`src/rtl/pwm_pkg.sv`:
```
package pwm_pkg;
  localparam int NUM_CH    = 8;
  localparam int NUM_GRP   = 3;
  localparam int SEL_W     = 2;
  localparam int DUTY_W    = 8;
  localparam int PRE_W     = 16;
  localparam int CYC_W     = 8;
  localparam int DATA_W    = 8;
  localparam int ADDR_W    = 5;
  localparam int SEL_CODES = 1 << SEL_W;
  localparam int SEL_PER_REG = DATA_W / SEL_W;

  // register addresses
  localparam int A_DUTY0   = 'h00;
  localparam int A_SEL_LO  = 'h08;
  localparam int A_SEL_HI  = 'h09;
  localparam int A_GATE    = 'h0A;
  localparam int A_POL     = 'h0B;
  localparam int A_FSEL    = 'h0C;
  localparam int A_CTRL    = 'h0D;
  localparam int A_GRP1    = 'h10;
  localparam int GRP_STRIDE = 4;
  localparam int RUN_BIT   = 1;

  typedef struct packed {
    logic [PRE_W-1:0] pre;
    logic [CYC_W-1:0] cyc;
  } grpCfg_t;

  typedef struct packed {
    logic               run;
    logic [NUM_GRP-1:0] fastSel;
  } ctlStrb_t;
endpackage

```
`src/rtl/pwm_ctrl.sv`:
```
module pwm_ctrl
  import pwm_pkg::*;
(
  input  logic                          clk,
  input  logic                          rstN,
  input  logic [ADDR_W-1:0]             regAddr,
  input  logic                          wrEn,
  input  logic [DATA_W-1:0]             wrData,
  output logic [DATA_W-1:0]             rdData,
  output logic [NUM_CH-1:0][DUTY_W-1:0] dutySh,
  output logic [NUM_CH-1:0][SEL_W-1:0]  grpSel,
  output logic [NUM_CH-1:0]             gateMask,
  output logic [NUM_CH-1:0]             polMask,
  output grpCfg_t [NUM_GRP-1:0]         grpCfg,
  output ctlStrb_t                      strb
);
  logic [NUM_CH-1:0][DUTY_W-1:0] dutyQ;
  logic [NUM_CH-1:0][SEL_W-1:0]  selQ;
  logic [NUM_CH-1:0]             gateQ;
  logic [NUM_CH-1:0]             polQ;
  logic [NUM_GRP-1:0]            fastQ;
  logic                          runQ;
  logic [NUM_GRP-1:0][PRE_W-1:0] preQ;
  logic [NUM_GRP-1:0][CYC_W-1:0] cycQ;

  always_ff @(posedge clk or negedge rstN) begin
    if (!rstN) begin
      dutyQ <= '0;
      selQ  <= '0;
      gateQ <= '1;
      polQ  <= '0;
      fastQ <= '0;
      runQ  <= 1'b0;
      preQ  <= '0;
      cycQ  <= '0;
    end else if (wrEn) begin
      for (int ch = 0; ch < NUM_CH; ch++) begin
        if (regAddr == ADDR_W'(A_DUTY0 + ch)) dutyQ[ch] <= wrData[DUTY_W-1:0];
      end
      for (int g = 0; g < NUM_GRP; g++) begin
        if (regAddr == ADDR_W'(A_GRP1 + g * GRP_STRIDE))
          preQ[g][DATA_W-1:0] <= wrData;
        if (regAddr == ADDR_W'(A_GRP1 + g * GRP_STRIDE + 1))
          preQ[g][PRE_W-1:DATA_W] <= wrData;
        if (regAddr == ADDR_W'(A_GRP1 + g * GRP_STRIDE + 2))
          cycQ[g] <= wrData[CYC_W-1:0];
      end
      if (regAddr == ADDR_W'(A_SEL_LO)) selQ[SEL_PER_REG-1:0] <= wrData;
      if (regAddr == ADDR_W'(A_SEL_HI)) selQ[NUM_CH-1:SEL_PER_REG] <= wrData;
      if (regAddr == ADDR_W'(A_GATE))   gateQ <= wrData[NUM_CH-1:0];
      if (regAddr == ADDR_W'(A_POL))    polQ  <= wrData[NUM_CH-1:0];
      if (regAddr == ADDR_W'(A_FSEL))   fastQ <= wrData[NUM_GRP:1];
      if (regAddr == ADDR_W'(A_CTRL))   runQ  <= wrData[RUN_BIT];
    end
  end

  always_comb begin
    rdData = '0;
    for (int ch = 0; ch < NUM_CH; ch++) begin
      if (regAddr == ADDR_W'(A_DUTY0 + ch)) rdData[DUTY_W-1:0] = dutyQ[ch];
    end
    for (int g = 0; g < NUM_GRP; g++) begin
      if (regAddr == ADDR_W'(A_GRP1 + g * GRP_STRIDE))
        rdData = preQ[g][DATA_W-1:0];
      if (regAddr == ADDR_W'(A_GRP1 + g * GRP_STRIDE + 1))
        rdData = preQ[g][PRE_W-1:DATA_W];
      if (regAddr == ADDR_W'(A_GRP1 + g * GRP_STRIDE + 2))
        rdData[CYC_W-1:0] = cycQ[g];
    end
    if (regAddr == ADDR_W'(A_SEL_LO)) rdData = selQ[SEL_PER_REG-1:0];
    if (regAddr == ADDR_W'(A_SEL_HI)) rdData = selQ[NUM_CH-1:SEL_PER_REG];
    if (regAddr == ADDR_W'(A_GATE))   rdData[NUM_CH-1:0] = gateQ;
    if (regAddr == ADDR_W'(A_POL))    rdData[NUM_CH-1:0] = polQ;
    if (regAddr == ADDR_W'(A_FSEL))   rdData[NUM_GRP:1] = fastQ;
    if (regAddr == ADDR_W'(A_CTRL))   rdData[RUN_BIT] = runQ;
  end

  assign dutySh   = dutyQ;
  assign grpSel   = selQ;
  assign gateMask = gateQ;
  assign polMask  = polQ;
  assign strb.run     = runQ;
  assign strb.fastSel = fastQ;

  for (genvar g = 0; g < NUM_GRP; g++) begin : g_cfg
    assign grpCfg[g].pre = preQ[g];
    assign grpCfg[g].cyc = cycQ[g];
  end
endmodule

```
`src/rtl/pwm_grp_timer.sv`:
```
module pwm_grp_timer
  import pwm_pkg::*;
(
  input  logic             clk,
  input  logic             rstN,
  input  logic             run,
  input  logic             tick,
  input  grpCfg_t          cfg,
  output logic [CYC_W-1:0] cycCnt,
  output logic             wrap
);
  logic [PRE_W-1:0] preCnt;
  logic [PRE_W-1:0] preAct;
  logic [CYC_W-1:0] cycAct;
  logic             preEnd;

  assign preEnd = (preCnt == preAct);
  assign wrap   = run && tick && preEnd && (cycCnt == cycAct);

  // limits are copied from the shadow only at a wrap or while stopped
  always_ff @(posedge clk or negedge rstN) begin
    if (!rstN) begin
      preCnt <= '0;
      cycCnt <= '0;
      preAct <= '0;
      cycAct <= '0;
    end else if (!run) begin
      preCnt <= '0;
      cycCnt <= '0;
      preAct <= cfg.pre;
      cycAct <= cfg.cyc;
    end else if (tick) begin
      if (preEnd) begin
        preCnt <= '0;
        if (cycCnt == cycAct) begin
          cycCnt <= '0;
          preAct <= cfg.pre;
          cycAct <= cfg.cyc;
        end else begin
          cycCnt <= cycCnt + 1'b1;
        end
      end else begin
        preCnt <= preCnt + 1'b1;
      end
    end
  end
endmodule

```
`src/rtl/pwm_datapath.sv`:
```
module pwm_datapath
  import pwm_pkg::*;
(
  input  logic                          clk,
  input  logic                          rstN,
  input  logic                          fastTick,
  input  logic                          slowTick,
  input  ctlStrb_t                      strb,
  input  grpCfg_t [NUM_GRP-1:0]         grpCfg,
  input  logic [NUM_CH-1:0][DUTY_W-1:0] dutySh,
  input  logic [NUM_CH-1:0][SEL_W-1:0]  grpSel,
  input  logic [NUM_CH-1:0]             gateMask,
  input  logic [NUM_CH-1:0]             polMask,
  output logic [NUM_CH-1:0]             pwmOut
);
  // index 0 is the "no group" code: count stays zero, never wraps
  logic [CYC_W-1:0] cycBySel  [SEL_CODES];
  logic             wrapBySel [SEL_CODES];

  assign cycBySel[0]  = '0;
  assign wrapBySel[0] = 1'b0;

  for (genvar g = 0; g < NUM_GRP; g++) begin : g_grp
    logic grpTick;
    assign grpTick = strb.fastSel[g] ? fastTick : slowTick;

    pwm_grp_timer u_timer (
      .clk    (clk),
      .rstN   (rstN),
      .run    (strb.run),
      .tick   (grpTick),
      .cfg    (grpCfg[g]),
      .cycCnt (cycBySel[g+1]),
      .wrap   (wrapBySel[g+1])
    );
  end

  for (genvar ch = 0; ch < NUM_CH; ch++) begin : g_ch
    logic [SEL_W-1:0]  sel;
    logic              hasGrp;
    logic              loadNow;
    logic              isActive;
    logic [DUTY_W-1:0] dutyAct;

    assign sel     = grpSel[ch];
    assign hasGrp  = (sel != '0);
    assign loadNow = !strb.run || gateMask[ch] || !hasGrp || wrapBySel[sel];

    always_ff @(posedge clk or negedge rstN) begin
      if (!rstN)        dutyAct <= '0;
      else if (loadNow) dutyAct <= dutySh[ch];
    end

    assign isActive   = strb.run && !gateMask[ch] && hasGrp && (cycBySel[sel] < dutyAct);
    assign pwmOut[ch] = isActive ^ polMask[ch];
  end
endmodule

```
`src/rtl/pwm_bank.sv`:
```
module pwm_bank
  import pwm_pkg::*;
(
  input  logic              clk,
  input  logic              rstN,
  input  logic [ADDR_W-1:0] regAddr,
  input  logic              wrEn,
  input  logic [DATA_W-1:0] wrData,
  output logic [DATA_W-1:0] rdData,
  input  logic              fastTick,
  input  logic              slowTick,
  output logic [NUM_CH-1:0] pwmOut
);
  logic [NUM_CH-1:0][DUTY_W-1:0] dutySh;
  logic [NUM_CH-1:0][SEL_W-1:0]  grpSel;
  logic [NUM_CH-1:0]             gateMask;
  logic [NUM_CH-1:0]             polMask;
  grpCfg_t [NUM_GRP-1:0]         grpCfg;
  ctlStrb_t                      ctlStrb;

  pwm_ctrl u_ctrl (
    .clk      (clk),
    .rstN     (rstN),
    .regAddr  (regAddr),
    .wrEn     (wrEn),
    .wrData   (wrData),
    .rdData   (rdData),
    .dutySh   (dutySh),
    .grpSel   (grpSel),
    .gateMask (gateMask),
    .polMask  (polMask),
    .grpCfg   (grpCfg),
    .strb     (ctlStrb)
  );

  pwm_datapath u_dp (
    .clk      (clk),
    .rstN     (rstN),
    .fastTick (fastTick),
    .slowTick (slowTick),
    .strb     (ctlStrb),
    .grpCfg   (grpCfg),
    .dutySh   (dutySh),
    .grpSel   (grpSel),
    .gateMask (gateMask),
    .polMask  (polMask),
    .pwmOut   (pwmOut)
  );
endmodule

```
`config.mk`:
```
export PLATFORM = sky130hd
export DESIGN_NAME = pwm_bank
export DESIGN_NICKNAME = d
export VERILOG_FILES = /design/src/rtl/pwm_pkg.sv /design/src/rtl/pwm_ctrl.sv /design/src/rtl/pwm_grp_timer.sv /design/src/rtl/pwm_datapath.sv /design/src/rtl/pwm_bank.sv
export SDC_FILE = /design/constraint.sdc
export NUM_CORES = 1
export LEC_CHECK = 0
export ABC_CLOCK_PERIOD_IN_PS = 2700
export BUFFER_PORTS_ARGS = -buffer_cell sky130_fd_sc_hd__clkbuf_2
export CAP_MARGIN = 20
export CORE_UTILIZATION = 35
export CTS_BUF_LIST = sky130_fd_sc_hd__clkbuf_4
export CTS_CLUSTER_DIAMETER = 60
export CTS_CLUSTER_SIZE = 25
export DETAILED_ROUTE_END_ITERATION = 16
export MAX_ROUTING_LAYER = met4
export PLACE_DENSITY = 0.54
export SLEW_MARGIN = 20
export SYNTH_ARGS = -nofsm -noshare
export SYNTH_HDL_FRONTEND = slang
export SYNTH_SLANG_ARGS = --single-unit
```
`constraint.sdc`:
```
create_clock -name clk -period 2.7 [get_ports clk]
set_input_delay 0.54 -clock clk [delete_from_list [all_inputs] [get_ports clk]]
set_output_delay 0.54 -clock clk [all_outputs]
set_load 0.05 [all_outputs]
```
==> flow_metrics.py <==
metrics = {
    "run_status": {
        "outcome": "complete, but fails checks",
        "violations": "negative setup slack",
    },
    "synthesis": {
        "syn_nets": 1962,
        "yosys_register_bits": 380,
        "synth_top_flop_cell": "dfrtp_1",
        "yosysSeqAreaShare": 0.4558,
        "syn_area_per_cell_um2": 11.10,
        "postSynthCellCount": 1882,
        "synth_edf_count": 0,
        "synth_cell_types": 70,
        "netlist_area_um2": 20890,
        "async_flop_share": 1.000,
        "yosysWarnings": 0,
    },
    "worst_setup_path": {
        "r2r_end": "u_dp.g_ch[3].dutyAct[6]$_DFFE_PN0P_",
        "r2r_start": "u_dp.g_grp[2].u_timer.preAct[15]$_DFFE_PN0P_",
        "crit_fanout": 5,
        "ff2ff_setup_slack_ns": -0.14,
        "worstSetupStartpointType": "flip-flop",
        "crit_type": "reg2out",
        "max_stage_delay_ns": 0.44,
        "crit_path_end_kind": "output pin",
        "crit_slowest_cell": "dfrtp_2",
        "required_ns": 2.16,
        "critical_path.cell_chain": "buf_6, mux2_4, a22o_1, ha_1, o21a_1, o2111ai_2, o21ai_2, a21oi_2, buf_6, xor2_4, buf_12",
        "cp.arrival_ns": 3.44,
        "ff2ff_path_depth": 12,
        "path_common_cell": "buf_6",
        "crit_start": "u_ctrl.grpSel[4]$_DFFE_PN0P_",
    },
    "hold_path": {
        "holdCritPathClass": "in2async",
    },
    "floorplan": {
        "ioPinCount": 34,
        "die_w_um": 246.3,
        "initial_utilization": 0.3539,
        "rows": 89,
        "chipHeight_um": 246.3,
        "dieArea_um2": 60660,
        "core_um2": 59020,
    },
    "clock_network": {
        "cts_made_buffers": 36,
        "clockBufferDepth": 3,
        "clkTransAtPathRegs_ns": 0.19,
        "cts_tree": "built",
        "clock_latency_ns": 0.84,
        "htree_num_levels": 2,
        "cts_root_buf": "clkbuf_4",
        "cts.sinks": 380,
    },
    "placed_design": {
        "dp_hpwl_mm": 56.72,
        "place_ws_ns": -0.6683,
        "io_buffers": 33,
        "placed_cell_area_um2": 24870,
        "place.gp.congestion": 0.9817,
    },
    "cells_and_area": {
        "post-route-util": 0.4656,
        "final_nets": 2285,
        "area_delta_synth_final_pct": 31.56,
        "final_cell_area_um2": 27480,
        "drive_gt1_frac": 0.4639,
    },
    "power_and_ir_drop": {
        "vdd_drop_max_uv": 378.9,
        "p_per_area_nw_per_um2": 631.8,
        "leakagePower_nw": 12.91,
    },
    "run": {
        "max_cap_viol_count": 0,
    },
    "global_route": {
        "grt_usage": 0.2642,
        "use_met3": 0.03126,
        "grt_pass1_wl_mm": 114.1,
        "grt_pass1_vias": 16910,
        "antenna_found_initial": 3,
        "grt_max_degree": 72,
        "top_usage_layer": "met2",
        "grt-ovfl-total": 0,
        "use_met1": 0.3725,
        "grtUsageMet2": 0.4004,
    },
    "timing": {
        "timing.hold.ws_ns": 0.3028,
        "slew_violations": 0,
        "min_period_over_period": 1.475,
        "min_period_ns": 3.982,
        "slew_headroom": 0.3571,
        "fin_ws_ns": -1.282,
        "rsz0062_at_grt": "yes",
        "skew_ns": 0.09388,
        "worst_slew_pin_slew_ns": 0.9644,
        "hold_viol": 0,
        "tns_ns": -19.43,
        "max_freq_ghz": 0.2511,
        "finalSetupViolations": 112,
    },
    "route": {
        "vias_per_cell": 5.566,
        "drc_errors": 0,
        "wirelength_mm": 77.26,
        "vias": 16760,
        "routedWlPerCell_um": 25.67,
        "first_pass_iters": 5,
        "drtAntennaViolNets": 0,
        "drt-initial-drc-count": 1327,
    },
}
==> critical path: cells and delay by family, from the launching register on <==
kind	cells	cell delay (ns)
compound gates	5	0.89
buf+inv	3	0.45
flops	1	0.44
mux	1	0.31
fa+ha+maj	1	0.28
xor+xnor	1	0.21
==> final cells by class <==
class,instances,area [um^2]
multi-input cells,1322,12360
flip-flops and latches,380,9560
diodes,4,10.01
clock buffers,39,292.8
repair buffers,400,3746
inverters,65,244.0
fillers,5477,31540
well taps,773,967.2
clock inverters,27,300.3
==> report_power, final <==
group	internal, mW	switching, mW	total, mW
Sequential	6.80	1.25	8.05
Combinational	3.18	2.77	5.95
Clock	1.05	2.31	3.37
==> cell usage after synthesis (4+ instances only) <==
master,instances,area share
mux2i_1,17,0.0081
nor2b_1,25,0.0075
nand2b_1,11,0.0033
a2111oi_0,8,0.0034
inv_1,64,0.012
o2111ai_1,9,0.0038
nand3_1,45,0.011
o221ai_1,4,0.0017
and3b_1,7,0.0029
nand4_1,27,0.0081
o21a_1,10,0.0036
nor2_1,86,0.015
mux2_1,34,0.018
or3_1,4,0.0012
a221oi_1,4,0.0017
buf_1,6,0.0011
nor4_1,20,0.0060
clkbuf_1,99,0.018
o32ai_1,7,0.0029
o22ai_1,11,0.0033
nor3_1,20,0.0048
a22o_1,66,0.028
a21oi_2,5,0.0021
o31ai_1,7,0.0025
buf_2,9,0.0022
o21ai_0,80,0.019
nand3b_1,8,0.0029
nand2_1,116,0.021
a22oi_1,19,0.0068
xor2_1,116,0.049
ha_1,62,0.037
dfstp_2,8,0.010
a31oi_1,6,0.0018
mux2_2,334,0.18
dfrtp_1,372,0.45
a21o_1,13,0.0047
nor3b_1,16,0.0058
a211oi_1,7,0.0025
and3_1,23,0.0069
a21oi_1,42,0.010
==> cells by family (layout without fill, tap and decap cells) <==
| group | Yosys count | in the layout | synth area share |
|---|---|---|---|
| mux | 386 | 386 | 0.2076 |
| other cells | 0 | 4 | 0 |
| flops | 380 | 380 | 0.4558 |
| simple gates | 425 | 425 | 0.1038 |
| fa+ha+maj | 62 | 62 | 0.03714 |
| xor+xnor | 119 | 119 | 0.04990 |
| buf+inv | 180 | 531 | 0.03307 |
| compound gates | 330 | 330 | 0.1127 |
==> routing by layer <==
layer,part of all wire,vias to the layer above
met2,0.46,478
met1,0.47,8649
met4,0.027,0
met3,0.047,102
met5,0,-
li1,-,7526
==> worst max path at each step <==
stage	end	depth (start not counted)
after detailed placement	rdData[6]	11
final	pwmOut[2]	11
after floorplan	pwmOut[4]	9
after CTS	pwmOut[2]	12
after global routing	pwmOut[2]	11
after global placement	rdData[6]	11
==> state kept, by name, indices dropped and copies added (netlist names) <==
name,cells
u_ctrl.grpCfg,72
u_dp.g_ch.dutyAct,64
u_ctrl.runQ,1
u_dp.g_grp.u_timer.preCnt,48
u_ctrl.gateMask,8
u_dp.g_grp.u_timer.preAct,48
u_ctrl.polMask,8
u_dp.g_grp.u_timer.cycCnt,24
u_ctrl.fastQ,3
u_ctrl.grpSel,16
u_dp.g_grp.u_timer.cycAct,24
u_ctrl.dutySh,64
==> repair_timing <==
item                                    CTS  global route
setup buffers                            40            11
resized for setup                       220           112
cloned                                    4             3
endpoints found under the setup margin  129           129
hold buffers                              1             0
endpoints found under the hold margin    53             0
pin swaps                                61            54
==> stage by stage <==
step / power (mW) / cells
finish: 17.36 / 3010
global route: 18.16 / 3009
CTS: 17.01 / 2994
detailed placement: 12.89 / 2887
global placement: 12.78 / 2887
floorplan: 10.49 / 1882
==> layout by cell type (no fill, tap or decap), types with 7 or more instances in the layout <==
cell / n
ha_4: 12
nor2b_1: 17
buf_4: 305
a22o_1: 64
nor3_1: 12
and3b_1: 7
nand3b_1: 8
xor2_4: 8
clkbuf_2: 15
o2111ai_2: 9
nor4_1: 13
a21o_1: 13
and3_1: 21
buf_6: 26
dfrtp_2: 33
mux2i_1: 11
nand3_1: 43
mux2_4: 117
nand4_1: 27
dfstp_2: 8
o22ai_1: 9
nand2_1: 112
a21oi_1: 23
nor3b_1: 14
o21ai_0: 62
o21ai_2: 8
a22oi_1: 13
nor3_2: 7
inv_1: 63
dfrtp_1: 339
buf_12: 42
o21a_1: 10
mux2_2: 251
a21oi_2: 19
xor2_1: 107
ha_1: 48
o21ai_1: 10
clkbuf_4: 40
nor2_1: 83
(Power assumes the default switching activity.)
